<file path="src/rtl/fus_pkg.sv">
package fus_pkg;

    localparam int CDB_BYTES   = 12;
    localparam int PARAM_BYTES = 16;
    localparam int CDB_W       = CDB_BYTES * 8;
    localparam int PARAM_W     = PARAM_BYTES * 8;

    typedef enum logic [2:0] {
        ST_IDLE,
        ST_OPEN,
        ST_CONTRACT,
        ST_STREAM,
        ST_ARMED,
        ST_POLLED
    } stage_e;

    typedef enum logic [2:0] {
        K_UNLOCK,
        K_SETUP,
        K_STUB,
        K_BLOCK,
        K_POLL,
        K_IGNITE,
        K_OTHER
    } kind_e;

    typedef enum logic [1:0] {
        RES_GOOD,
        RES_READY,
        RES_REJECT,
        RES_BADIMG
    } result_e;

    typedef struct packed {
        kind_e      kind;
        logic [7:0] tag;
    } cmd_t;

    typedef struct packed {
        logic [7:0] status;
        logic [7:0] key;
        logic [7:0] asc;
        logic [7:0] ascq;
    } reply_t;

    localparam logic [CDB_W-1:0] UNLOCK_PAT  = 96'hE7_48_4C_2D_44_54_2D_53_54_00_00_00;
    localparam logic [CDB_W-1:0] SETUP_PAT   = 96'h55_10_00_00_00_00_00_00_10_00_00_00;
    localparam logic [CDB_W-1:0] STUB_PAT    = 96'h55_10_00_00_00_00_00_08_00_00_00_00;
    localparam logic [CDB_W-1:0] BLOCK_PAT   = 96'h55_10_00_48_4C_07_01_08_00_00_00_00;
    localparam logic [CDB_W-1:0] BLOCK_MASK  = 96'hFF_FF_00_FF_FF_FF_FF_FF_FF_FF_FF_FF;
    localparam logic [CDB_W-1:0] POLL_PAT    = 96'h5A_10_00_48_4C_08_00_00_12_00_00_00;
    localparam logic [CDB_W-1:0] IGNITE_PAT  = 96'h5A_10_00_48_4C_09_00_00_00_00_00_00;
    localparam logic [PARAM_W-1:0] CONTRACT_PAT =
        128'h00_00_00_00_00_00_00_00_00_06_48_4C_00_00_0F_F0;

    localparam int TAG_BYTE = 2;

    function automatic logic [7:0] cdb_byte(input logic [CDB_W-1:0] c, input int idx);
        return c[CDB_W-1-8*idx -: 8];
    endfunction

    function automatic logic [7:0] param_byte(input logic [PARAM_W-1:0] p, input int idx);
        return p[PARAM_W-1-8*idx -: 8];
    endfunction

    function automatic reply_t make_reply(input result_e r);
        reply_t y;
        case (r)
            RES_GOOD:   y = '{status: 8'h00, key: 8'h00, asc: 8'h00, ascq: 8'h00};
            RES_READY:  y = '{status: 8'h02, key: 8'h00, asc: 8'h00, ascq: 8'h00};
            RES_BADIMG: y = '{status: 8'h02, key: 8'h03, asc: 8'h11, ascq: 8'h00};
            default:    y = '{status: 8'h02, key: 8'h05, asc: 8'h24, ascq: 8'h00};
        endcase
        return y;
    endfunction

endpackage

</file>
<file path="src/rtl/fus_decode.sv">
module fus_decode
    import fus_pkg::*;
(
    input  logic [CDB_W-1:0]   cdb,
    input  logic [PARAM_W-1:0] param,
    output cmd_t               cmd
);

    logic [PARAM_BYTES-1:0] param_hit;
    logic                   contract_ok;

    // Per-byte comparison of the setup parameter block against the contract.
    for (genvar g = 0; g < PARAM_BYTES; g++) begin : g_param
        assign param_hit[g] = (param_byte(param, g) == param_byte(CONTRACT_PAT, g));
    end

    assign contract_ok = &param_hit;

    always_comb begin
        cmd.tag = cdb_byte(cdb, TAG_BYTE);
        if (cdb == UNLOCK_PAT)
            cmd.kind = K_UNLOCK;
        else if (cdb == SETUP_PAT)
            cmd.kind = contract_ok ? K_SETUP : K_OTHER;
        else if (cdb == STUB_PAT)
            cmd.kind = K_STUB;
        else if ((cdb & BLOCK_MASK) == BLOCK_PAT)
            cmd.kind = K_BLOCK;
        else if (cdb == POLL_PAT)
            cmd.kind = K_POLL;
        else if (cdb == IGNITE_PAT)
            cmd.kind = K_IGNITE;
        else
            cmd.kind = K_OTHER;
    end

endmodule

</file>
<file path="src/rtl/fus_stage_ctrl.sv">
module fus_stage_ctrl
    import fus_pkg::*;
#(
    parameter int STUB_CHUNKS   = 2,
    parameter int STREAM_BLOCKS = 256
) (
    input  logic    clk,
    input  logic    rst,
    input  logic    accept,
    input  cmd_t    cmd,
    input  logic    image_good,
    output result_e res,
    output logic    fire
);

    localparam int         STUB_W    = $clog2(STUB_CHUNKS + 1);
    localparam logic [7:0] FIRST_TAG = 8'(STREAM_BLOCKS - 1);
    localparam logic [STUB_W-1:0] LAST_STUB = STUB_W'(STUB_CHUNKS - 1);

    stage_e            stage_q, stage_d;
    logic [7:0]        tag_q, tag_d;
    logic [STUB_W-1:0] stub_q, stub_d;

    always_comb begin
        stage_d = stage_q;
        tag_d   = tag_q;
        stub_d  = stub_q;
        res     = RES_REJECT;
        fire    = 1'b0;
        case (stage_q)
            ST_IDLE: if (cmd.kind == K_UNLOCK) begin
                res     = RES_GOOD;
                stage_d = ST_OPEN;
            end
            ST_OPEN: if (cmd.kind == K_SETUP) begin
                res     = RES_GOOD;
                stage_d = ST_CONTRACT;
                stub_d  = '0;
            end
            ST_CONTRACT: if (cmd.kind == K_STUB) begin
                res = RES_GOOD;
                if (stub_q == LAST_STUB) begin
                    stage_d = ST_STREAM;
                    tag_d   = FIRST_TAG;
                end else begin
                    stub_d = stub_q + 1'b1;
                end
            end
            ST_STREAM: if (cmd.kind == K_BLOCK && cmd.tag == tag_q) begin
                if (tag_q != 8'd0) begin
                    res   = RES_GOOD;
                    tag_d = tag_q - 8'd1;
                end else if (image_good) begin
                    res     = RES_READY;
                    stage_d = ST_ARMED;
                end else begin
                    res     = RES_BADIMG;
                    stage_d = ST_IDLE;
                end
            end
            ST_ARMED: if (cmd.kind == K_POLL) begin
                res     = RES_GOOD;
                stage_d = ST_POLLED;
            end
            ST_POLLED: if (cmd.kind == K_IGNITE) begin
                res     = RES_GOOD;
                fire    = 1'b1;
                stage_d = ST_IDLE;
            end
            default: ;
        endcase
        if (res == RES_REJECT)
            stage_d = ST_IDLE;
    end

    always_ff @(posedge clk) begin
        if (rst) begin
            stage_q <= ST_IDLE;
            tag_q   <= '0;
            stub_q  <= '0;
        end else if (accept) begin
            stage_q <= stage_d;
            tag_q   <= tag_d;
            stub_q  <= stub_d;
        end
    end

    assert_reject_to_idle_R10: assert property (@(posedge clk) disable iff (rst)
        (accept && res == RES_REJECT) |=> stage_q == ST_IDLE);

    assert_countdown_hold_R6: assert property (@(posedge clk) disable iff (rst)
        !accept |=> $stable(tag_q) && $stable(stage_q));

    assert_fire_from_polled_R9: assert property (@(posedge clk) disable iff (rst)
        (accept && fire) |=> stage_q == ST_IDLE);

endmodule

</file>
<file path="src/rtl/fus_resp.sv">
module fus_resp
    import fus_pkg::*;
(
    input  logic    clk,
    input  logic    rst,
    input  logic    accept,
    input  result_e res,
    input  logic    fire,
    output logic    rsp_valid,
    output reply_t  reply,
    output logic    ignite
);

    always_ff @(posedge clk) begin
        if (rst) begin
            rsp_valid <= 1'b0;
            reply     <= '0;
            ignite    <= 1'b0;
        end else begin
            rsp_valid <= accept;
            ignite    <= accept && fire;
            if (accept)
                reply <= make_reply(res);
        end
    end

    assert_ignite_single_R9: assert property (@(posedge clk) disable iff (rst)
        ignite |=> !ignite);

    assert_ignite_good_R11: assert property (@(posedge clk) disable iff (rst)
        ignite |-> rsp_valid && reply.status == 8'h00);

endmodule

</file>
<file path="src/rtl/flash_update_sequencer.sv">
module flash_update_sequencer
    import fus_pkg::*;
#(
    parameter int STUB_CHUNKS   = 2,
    parameter int STREAM_BLOCKS = 256
) (
    input  logic         clk,
    input  logic         rst,
    input  logic         cdb_valid,
    output logic         cdb_ready,
    input  logic [95:0]  cdb_bytes,
    input  logic [127:0] cdb_param,
    input  logic         image_good,
    output logic         rsp_valid,
    output logic [7:0]   rsp_status,
    output logic [23:0]  rsp_sense,
    output logic         ignite
);

    logic    accept;
    cmd_t    cmd;
    result_e res;
    logic    fire;
    reply_t  reply;

    assign cdb_ready = !rsp_valid;
    assign accept    = cdb_valid && cdb_ready;

    fus_decode u_decode (
        .cdb   (cdb_bytes),
        .param (cdb_param),
        .cmd   (cmd)
    );

    fus_stage_ctrl #(
        .STUB_CHUNKS   (STUB_CHUNKS),
        .STREAM_BLOCKS (STREAM_BLOCKS)
    ) u_stage (
        .clk        (clk),
        .rst        (rst),
        .accept     (accept),
        .cmd        (cmd),
        .image_good (image_good),
        .res        (res),
        .fire       (fire)
    );

    fus_resp u_resp (
        .clk       (clk),
        .rst       (rst),
        .accept    (accept),
        .res       (res),
        .fire      (fire),
        .rsp_valid (rsp_valid),
        .reply     (reply),
        .ignite    (ignite)
    );

    assign rsp_status = reply.status;
    assign rsp_sense  = {reply.key, reply.asc, reply.ascq};

    assert_reply_follows_R2: assert property (@(posedge clk) disable iff (rst)
        (cdb_valid && cdb_ready) |=> rsp_valid);

    assert_reply_one_cycle_R2: assert property (@(posedge clk) disable iff (rst)
        rsp_valid |=> !rsp_valid);

endmodule

</file>
<file path="config.mk">
export PLATFORM = sky130hd
export DESIGN_NAME = flash_update_sequencer
export DESIGN_NICKNAME = d
export VERILOG_FILES = /design/src/rtl/fus_pkg.sv /design/src/rtl/fus_decode.sv /design/src/rtl/fus_stage_ctrl.sv /design/src/rtl/fus_resp.sv /design/src/rtl/flash_update_sequencer.sv
export SDC_FILE = /design/constraint.sdc
export NUM_CORES = 1
export LEC_CHECK = 0
export BUFFER_PORTS_ARGS = -buffer_cell sky130_fd_sc_hd__buf_2
export CORE_AREA = 4 4 101 103
export DETAILED_ROUTE_END_ITERATION = 10
export DIE_AREA = 0 0 105 107
export PLACE_DENSITY = 0.74
export SLEW_MARGIN = 20
export SYNTH_ARGS = -nofsm -noshare
export SYNTH_HDL_FRONTEND = slang
export SYNTH_HIERARCHICAL = 1
export SYNTH_SLANG_ARGS = --single-unit
</file>
<file path="constraint.sdc">
create_clock -name clk -period 8.75 [get_ports clk]
set_input_delay 0.875 -clock clk [delete_from_list [all_inputs] [get_ports clk]]
set_output_delay 0.875 -clock clk [all_outputs]
set_load 0.02 [all_outputs]
</file>
# Word-level counts from Yosys, hierarchy flattened
# Cells that the tools add are included.
# W data, S select, Z words.
# classes
mux	39
reduce_logical	26
n_addsub	2
n_eq_ne	40
# op_table
operator	count
$eq A96 B95 Y1 const B	4
$eq A96 B96 Y1 const B	1
$eq A88 B87 Y1 const B	1
$logic_not A8 Y1	11
$pmux W26 S3	1
$mux W3	16
$mux W8	4
$mux W2	12
$ne A3 B1 Y1 const B	7
$pmux W3 S6	1
$eq A8 B7 Y1 const B	2
$pmux W8 S2	1
$reduce_and A16 Y1	1
$eq A3 B2 Y1 const B	4
$eq A3 B3 Y1 const B	4
$pmux W2 S6	1
$ne A2 B1 Y1 const B	5
$reduce_and A10 Y1	1
$eq A8 B3 Y1 const B	1
$eq A8 B4 Y1 const B	1
$eq A8 B8 Y1	1
$eq A8 B8 Y1 const B	1
$reduce_bool A8 Y1	1
$sub A8 B1 Y8 const B	1
other kinds (16)	24
# totals
reg_bits	47
word_cells	116
inputBits	228

# Logic depth before layout (Yosys ltp)
# logic_depth
word_depth	14
mapped_depth	11
depth_no_buf	11

# By module
# Netlist, hierarchy kept.
# modules_own_cells
module	area_per_inst_um2	n_inst	cells_per_inst
fus_stage_ctrl	1078.5	1	135
fus_decode	913.4	1	133
fus_resp	431.7	1	49
flash_update_sequencer	10.0	1	2

# Least setup slack after synthesis
# Ideal clock, no wire load.
# synth_timing
path_type	input port to flip-flop
startpoint	input port cdb_bytes[24]
endpoint	register u_stage.stub_q[0]
n_path_buf	0
stages	9
setup_slack_ps	5271
required_time_ps	8621
t_arrival_ps	3350
path_cell_list	nor4_2 nand3_1 or4_1 nand4bb_1 and3_1 or4_1 a211oi_1 mux2i_1 nor2_1
# synth_lines
item	line_no	rtl
from (decl)	flash_update_sequencer.sv:11	input logic [95:0] cdb_bytes,
to (signal assigned)	fus_stage_ctrl.sv:84	stub_q <= stub_d;
to (decl)	fus_stage_ctrl.sv:22	logic [STUB_W-1:0] stub_q, stub_d;

==> results.ini <==
[clocking]
cts_max_level=1
cts_root_buf=clkbuf_8
cts_buffers=3
cts.clk_slew.worst_paths_ps=80
cts_setup_buffers=0
cts_hold_buf=0
insertion_delay_ps=260
cts.sinks=19
clock_path_buffers=2
cts_tree=yes
post_cts_resized=0

[sta]
drv_slew=0
skew_ps=6.73
min_period_ps=4100
hold_viol=0
layout_setup_ws_ps=4650
slew_headroom=0.385
tightestPinTransition_ps=921
grt_setup_unrepaired=no
fin_setup_tns_ps=0
period_share=0.469
setup_viol=0
fmax_ghz=0.244

[die]
rows=35
dieHeight_microns=107
dieWidth_microns=105
start_util=0.265
die_area_sq_um=11200
top_level_ports=263
core_sq_um=9200

[global_routing]
grt_pass1_wl_microns=17400
antenna_found_initial=2
grt_overflow=0
track_usage=0.194
grt_start_max_net_pins=17
grt_pass1_vias=3435

[placement]
post-place-ws_ps=4480
io_buffers=238
gp_congestion=0.959
dp.final_hpwl_microns=10600

[critical_path]
critPathLaunchType=input pin
required_ps=8940
r2r_start=u_stage/tag_q[3]
critPathBufInv=1
r2r_slack_ps=6430
reg2reg_depth=5
cp_top_family=simple AND/OR/NAND/NOR gates
cp_data_arrival_time_ps=4290
slowest_stage=or4_1
critPathKind=input pin to register
cp-end-kind=register
r2r_end=u_stage/tag_q[1]
crit_fanout=15
slowest_delay_ps=560
path_cells=buf_2 -> nor4bb_1 -> nand4_1 -> nor4_1 -> a22oi_1 -> o21a_1 -> nor3b_1 -> o21ai_1 -> o21bai_1 -> or4_1 -> a31oi_1

[finish]
area.growth.synth_to_final_pct=47.7
drive_gt1_frac=0.482
final_cell_mix=buf_2, nor4_1, conb_1
fill_cells=941
final_common_cell=buf_2
fin_nets=774

[route]
totalWireLength_microns=11900
route.vias.total=3511
wl_met3_microns=1080
met2WireLength_microns=6070
wire_per_inst_microns=18.2
viasPerCell=5.36
drtAntennaViolNets=0
drc=0
drtIter0Drc=479
drtPass1Iterations=5
highest_layer=met4
wl_met1_microns=4630

[worst_hold_path]
worstHoldStart=u_resp/reply[25]
hold_depth=2
min_path_type=register to register
worstHoldEndpoint=u_resp/reply[25]

[synthesis]
synthCells=319
synth_seq_area_share=0.156
synth-seq-cells=19
synth_cell_types=65
mappedNetlistArea_sq_um=2430
synthArstFlopShare=0
synth_ff_type=dfxtp_1
synth_edf_count=0
syn_area_per_cell_sq_um=7.63
yosysWarnings=6

[power_and_ir_drop]
power_density_nw_per_um2=68.8
p_leak_uw=0.00166
peakVddDrop_uv=32.7

[flow_run]
cap_violations=0

[run_status]
status=completed

[synthesized netlist by cell type, drive strengths merged, types with 8 or more instances]
cell type / n / area (sq um)
nand2: 11 / 41.3
or4: 8 / 61.3
nor2: 22 / 85.1
a21oi: 9 / 45.0
buf: 41 / 308
nor4: 50 / 365
nor3: 11 / 66.3
inv: 8 / 30.0
xor2: 8 / 70.1
nand4: 23 / 144
nand3: 11 / 55.1
dfxtp: 19 / 380
[layout make-up]
cell class	count	area [sq um]	share of cell area
repair buffers	239	1200	0.334
well taps	111	139	0.0386
clock buffers	3	41.3	0.0115
multi-input cells	272	1790	0.499
clock inverters	1	5.00	0.00139
flip-flops and latches	19	380	0.106
diodes	2	5.00	0.00139
inverters	8	30.0	0.00836
[where the power goes]
group,switching (uW),internal (uW),total [uW]
Sequential,0.835,87.7,88.6
Clock,32.0,31.7,63.7
Combinational,46.9,48.0,94.9
[per-stage QoR]
step           hold slack (ps)  cells  power [uW]  utilization  area, sq um
6_report                   482    655         247        0.391         3590
5_1_grt                    505    655         260        0.391         3590
3_5_place_dp               478    649         185        0.385         3540
4_1_cts                    489    653         248        0.390         3590
2_1_floorplan              460    342         133            -         2520
3_3_place_gp               473    649         183        0.385         3540
[metal layers]
| metal | vias to the layer above | GRT usage |
|---|---|---|
| met5 | - | 0 |
| met4 | 0 | 0.0440 |
| met3 | 16 | 0.0313 |
| met2 | 244 | 0.368 |
| met1 | 1593 | 0.226 |
| li1 | 1658 | - |
[state kept, by name, indices dropped and copies added, names as in the netlist]
signal            cells
u_resp/ignite         1
u_resp/reply          4
u_resp/rsp_valid      1
u_stage/stage_q       3
u_stage/stub_q        2
u_stage/tag_q         8
[worst min-delay path: stages (launching register included)]
cell      delay [ps]
dfxtp_1          320
nor2_2            70
a211oi_1          50
[worst max path at each step]
| stage | start | to | cells past startpoint |
|---|---|---|---|
| after floorplan | cdb_bytes[24] | u_stage/stub_q[0] | 9 |
| after detailed placement | cdb_bytes[93] | u_stage/tag_q[6] | 11 |
| after global placement | cdb_bytes[93] | u_stage/tag_q[6] | 11 |
| after global routing | cdb_bytes[93] | u_stage/tag_q[6] | 11 |
| after CTS | cdb_bytes[93] | u_stage/tag_q[6] | 11 |
| final | cdb_bytes[93] | u_stage/tag_q[6] | 11 |
[kinds of logic (layout without fill, tap and decap cells)]
group / Yosys count / count (layout) / synth area share
compound gates: 45 / 45 / 0.130
xor+xnor: 10 / 10 / 0.0360
fa+ha+maj: 3 / 3 / 0.0154
buf+inv: 51 / 251 / 0.142
flops: 19 / 19 / 0.156
mux: 4 / 4 / 0.0165
other cells: 1 / 26 / 0.00154
simple gates: 186 / 186 / 0.502
(Power assumes the default switching activity.)
